### config.mk
export PLATFORM = sky130hd
export DESIGN_NAME = numrec_top
export DESIGN_NICKNAME = d
export VERILOG_FILES = /design/src/rtl/numrec_pkg.sv /design/src/rtl/numrec_char_class.sv /design/src/rtl/numrec_next_state.sv /design/src/rtl/numrec_top.sv
export SDC_FILE = /design/constraint.sdc
export NUM_CORES = 1
export LEC_CHECK = 0
export CAP_MARGIN = 20
export CORE_AREA = 2 2 39 41
export CTS_BUF_LIST = sky130_fd_sc_hd__clkbuf_4
export CTS_CLUSTER_SIZE = 16
export DETAILED_ROUTE_END_ITERATION = 8
export DIE_AREA = 0 0 41 43
export DONT_BUFFER_PORTS = 1
export SLEW_MARGIN = 15
export SYNTH_ARGS = -nofsm -noshare
export SYNTH_HDL_FRONTEND = slang
export SYNTH_SLANG_ARGS = --single-unit
### constraint.sdc
create_clock -name clk_i -period 1.1 [get_ports clk_i]
set_clock_uncertainty 0.15 [all_clocks]
set_input_delay 0.22 -clock clk_i [delete_from_list [all_inputs] [get_ports clk_i]]
set_output_delay 0.22 -clock clk_i [all_outputs]
set_load 0.05 [all_outputs]
### src/rtl/numrec_pkg.sv
package numrec_pkg;

  typedef enum logic [2:0] {
    ST_START = 3'd0,
    ST_SIGN  = 3'd1,
    ST_INT   = 3'd2,
    ST_POINT = 3'd3,
    ST_FRAC  = 3'd4,
    ST_TRAP  = 3'd5
  } nr_state_e;

  typedef struct packed {
    logic digit;
    logic minus;
    logic point;
  } nr_class_t;

endpackage

### src/rtl/numrec_char_class.sv
module numrec_char_class
  import numrec_pkg::*;
#(
  parameter int unsigned CHAR_W = 8,
  parameter logic [CHAR_W-1:0] DIGIT_LO   = CHAR_W'('h30),
  parameter logic [CHAR_W-1:0] DIGIT_HI   = CHAR_W'('h39),
  parameter logic [CHAR_W-1:0] MINUS_CODE = CHAR_W'('h2D),
  parameter logic [CHAR_W-1:0] POINT_CODE = CHAR_W'('h2E)
) (
  input  logic [CHAR_W-1:0] char_i,
  output nr_class_t         cls_o
);

  always_comb begin
    cls_o.digit = (char_i >= DIGIT_LO) && (char_i <= DIGIT_HI);
    cls_o.minus = (char_i == MINUS_CODE);
    cls_o.point = (char_i == POINT_CODE);
  end

  // classes are disjoint; a code in several classes would make the next state ambiguous
  always_comb begin
    assert_class_disjoint_R2: assert ($onehot0({cls_o.digit, cls_o.minus, cls_o.point}));
  end

endmodule

### src/rtl/numrec_next_state.sv
module numrec_next_state
  import numrec_pkg::*;
(
  input  nr_state_e state_i,
  input  nr_class_t cls_i,
  input  logic      valid_i,
  input  logic      clear_i,
  output nr_state_e state_o
);

  nr_state_e step;

  always_comb begin
    step = ST_TRAP;
    unique case (state_i)
      ST_START: begin
        if (cls_i.minus)      step = ST_SIGN;
        else if (cls_i.digit) step = ST_INT;
      end
      ST_SIGN:  if (cls_i.digit) step = ST_INT;
      ST_INT: begin
        if (cls_i.digit)      step = ST_INT;
        else if (cls_i.point) step = ST_POINT;
      end
      ST_POINT: if (cls_i.digit) step = ST_FRAC;
      ST_FRAC:  if (cls_i.digit) step = ST_FRAC;
      default:  step = ST_TRAP;
    endcase
  end

  always_comb begin
    if (clear_i)      state_o = ST_START;
    else if (valid_i) state_o = step;
    else              state_o = state_i;
  end

endmodule

### src/rtl/numrec_top.sv
module numrec_top
  import numrec_pkg::*;
#(
  parameter int unsigned CHAR_W = 8,
  parameter logic [CHAR_W-1:0] DIGIT_LO   = CHAR_W'('h30),
  parameter logic [CHAR_W-1:0] DIGIT_HI   = CHAR_W'('h39),
  parameter logic [CHAR_W-1:0] MINUS_CODE = CHAR_W'('h2D),
  parameter logic [CHAR_W-1:0] POINT_CODE = CHAR_W'('h2E)
) (
  input  logic              clk_i,
  input  logic              rst_ni,
  input  logic              clear_i,
  input  logic              char_valid_i,
  input  logic [CHAR_W-1:0] char_i,
  output logic              accept_o
);

  nr_class_t cls;
  nr_state_e state_q, state_d;

  numrec_char_class #(
    .CHAR_W    (CHAR_W),
    .DIGIT_LO  (DIGIT_LO),
    .DIGIT_HI  (DIGIT_HI),
    .MINUS_CODE(MINUS_CODE),
    .POINT_CODE(POINT_CODE)
  ) u_class (
    .char_i(char_i),
    .cls_o (cls)
  );

  numrec_next_state u_next (
    .state_i(state_q),
    .cls_i  (cls),
    .valid_i(char_valid_i),
    .clear_i(clear_i),
    .state_o(state_d)
  );

  always_ff @(posedge clk_i or negedge rst_ni) begin
    if (!rst_ni) state_q <= ST_START;
    else         state_q <= state_d;
  end

  assign accept_o = (state_q == ST_INT) || (state_q == ST_FRAC);

  assert_clear_rejects_R1: assert property (@(posedge clk_i) disable iff (!rst_ni)
    clear_i |=> !accept_o);

  assert_idle_holds_R4: assert property (@(posedge clk_i) disable iff (!rst_ni)
    (!clear_i && !char_valid_i) |=> $stable(state_q));

  assert_accept_after_digit_R3: assert property (@(posedge clk_i) disable iff (!rst_ni)
    $rose(accept_o) |-> ($past(char_valid_i) && !$past(clear_i) && $past(cls.digit)));

  assert_trap_sticky_R5: assert property (@(posedge clk_i) disable iff (!rst_ni)
    (state_q == ST_TRAP && !clear_i) |=> (state_q == ST_TRAP));

  assert_bare_tail_R6: assert property (@(posedge clk_i) disable iff (!rst_ni)
    (char_valid_i && !clear_i && (cls.minus || cls.point)) |=> !accept_o);

  assert_second_point_R7: assert property (@(posedge clk_i) disable iff (!rst_ni)
    (state_q == ST_FRAC && char_valid_i && !clear_i && cls.point) |=> (state_q == ST_TRAP));

  assert_clear_wins_R8: assert property (@(posedge clk_i) disable iff (!rst_ni)
    (clear_i && char_valid_i) |=> (state_q == ST_START));

endmodule

==> run metrics <==
Post-Syn Instances 32; failing checks negative setup slack; syn_area_per_cell 8.02 um2; sequential fraction of the synthesis area 0.293; H-tree levels 1; Power Total 460 uW; Hold/Removal Path Class input port to flip-flop; Register Area between 70 and 80 um2; Multi-input gate area 218 um2; Seq cells post-synth 3; Tmin final 1.42 ns; # DRC 0; Antenna Cells 0; Nets 60; CP Data Required Time about 0.73 ns; clock power share 0.490; Top FF cell, synth dfrtp_1; switching power 119 uW; antenna violations before repair 0; largest register by flop count state_q; CP Launch Type flip-flop; dpl hpwl 525 um; Power Dens Cells 1020 mW/mm2; Fillers 155; # port buffers 0; WS Path Type flip-flop to primary output; max reg flops 3; Starting Density 0.185; GRT met1 Usage 0.117; GRT Total Usage 0.114; GP Congestion 0.764; synth unique cells 22; DIE WIDTH 41 um; final setup violating endpoints 4; area grow syn2layout 76.1%; largest net degree at the start of global routing 7; fmax 0.703 GHz; core area 0.00138 mm2; WP data arrival 1.05 ns; vias in the first global route between 300 and 400; Crit Path Max Fanout 2; leakage 0.000179 uW; Initial DRC Count 5; VDD IR max about 0.33 mV; busiest grt layer met2; CTS tree built; Die H 43 um; CTS clk-pin slew, worst paths 0.04 ns; Slew @ Worst Pin 0.201 ns; status complete, but fails checks; Internal Power 341 uW; I/O pins 13; final wirelength between 700 and 800 um; syn_nets 44; max-cap viol count 0; EDFF count, synth 0; final worst setup slack -0.322 ns; critical path endpoint category primary output; Clock Root Buffer clkbuf_4; post-route cell area ~450 um2; TritonCTS Buffers 3; CTS Buffer Depth 2; met3 Use GR 0.0366; share of layout cells above drive strength 1 0.511; antenna viol nets, final 0; drt wl/cell 11.5 um; Detailed Routing Iterations Pass 1 3; cell area after synthesis 256 um2; Crit path largest cell delay 0.42 ns; Logic pwr share 0.235; Synth async-reset ratio 1.00; met2 usage 0.163; Regs by FF count state_q x3; Final Cycle Share 1.29; Slew headroom 0.865; via count 306; CP Cell Sequence xnor2_2, nor2_4, buf_12; Max Slew Vio Count 0; Via density 4.86; first-pass GRT wire length 1260 um; worst-skew pair later-pin latency roughly 0.24 ns; CP max-delay cell dfrtp_2; Yosys warnings 0; sw frac 0.258; Seq pwr share 0.275; endpoints failing hold 0; num rows 14; dpl cell area between 300 and 400 um2; area of the die 0.00176 mm2; unrepaired setup endpoints after global routing yes; clock sink count 3; CTS Hold Bufs 3; grt total ovfl 0
[final timing paths]
kind / depth (start not counted) / startpoint / slack, ns / to
setup / recovery: 3 / state_q[1] / -0.32 / accept_o
hold / removal: 2 / char_valid_i / 0.02 / state_q[1]
setup reg to reg: 5 / state_q[2] / -0.25 / state_q[1]
hold reg to reg: 2 / state_q[0] / 0.51 / state_q[0]
max in group asynchronous: 1 / rst_ni / 0.56 / state_q[0]
min in group asynchronous: 1 / rst_ni / 0.08 / state_q[1]
[routing by layer]
layer	vias up	wire [um]
met1	139	276
met4	0	29
li1	151	-
met5	-	0
met3	3	50
met2	13	370
[stage by stage]
| step | instances | util | setup TNS, ns | setup slack, ns | hold slack, ns |
|---|---|---|---|---|---|
| 2_1_floorplan | 32 | - | -0.314 | -0.182 | -0.226 |
| 3_3_place_gp | 54 | 0.251 | -0.635 | -0.235 | -0.226 |
| 3_5_place_dp | 54 | 0.251 | -0.670 | -0.249 | -0.225 |
| 4_1_cts | 63 | 0.322 | -0.936 | -0.325 | 0.000462 |
| 5_1_grt | 63 | 0.326 | -1.14 | -0.361 | -0.000614 |
| 6_report | 63 | 0.326 | -0.958 | -0.322 | 0.0157 |
[synth_stat cells, types with 2 or more instances]
library cell / count / area, um2
nor2_1: 6 / 22.5
nand4_1: 3 / 18.8
or2_2: 2 / 12.5
dfrtp_1: 3 / 75.1
[cell families after synthesis]
| family | after synthesis | share of synthesized area |
|---|---|---|
| and+or+nand+nor | 20 | 0.463 |
| AOI/OAI and AO/OA | 7 | 0.195 |
| DFF | 3 | 0.293 |
| xor gates and xnor gates | 1 | 0.0342 |
| buffers and inverters | 1 | 0.0146 |
[layout by cell type (no fill, tap or decap), types with 2 or more instances in the layout]
cell / count
buf_4: 7
dfrtp_2: 2
nor2_1: 5
nand4_1: 3
clkbuf_4: 4
dlygate4sd3_1: 3
[what timing repair did]
action | 4_1_cts | 5_1_grt
pin swaps | 1 | 4
gates resized for setup | 4 | 3
setup buffers | 2 | 0
hold endpoints to repair | 5 | 1
endpoints found under the setup margin | 4 | 4
[power groups by stage]
stage	Sequential [uW]	Combinational, uW	Clock (uW)
after CTS	126	106	236
after global routing	127	115	248
after floorplan	125	52.8	0
after detailed placement	127	82.7	0
after global placement	127	82.0	0
final	126	108	225
[worst max-delay path, delay by kind of cell (launching register included)]
family / cells / cell delay [ns]
simple gates: 1 / 0.05
flops: 1 / 0.42
xor+xnor: 1 / 0.20
buf+inv: 1 / 0.14
[cell type report]
class / instances / share of cell area
flip-flops and latches: 3 / 0.172
well taps: 16 / 0.0443
multi-input cells: 28 / 0.482
inverters: 1 / 0.00831
repair buffers: 11 / 0.227
clock buffers: 4 / 0.0665
(Power assumes the default switching activity.)
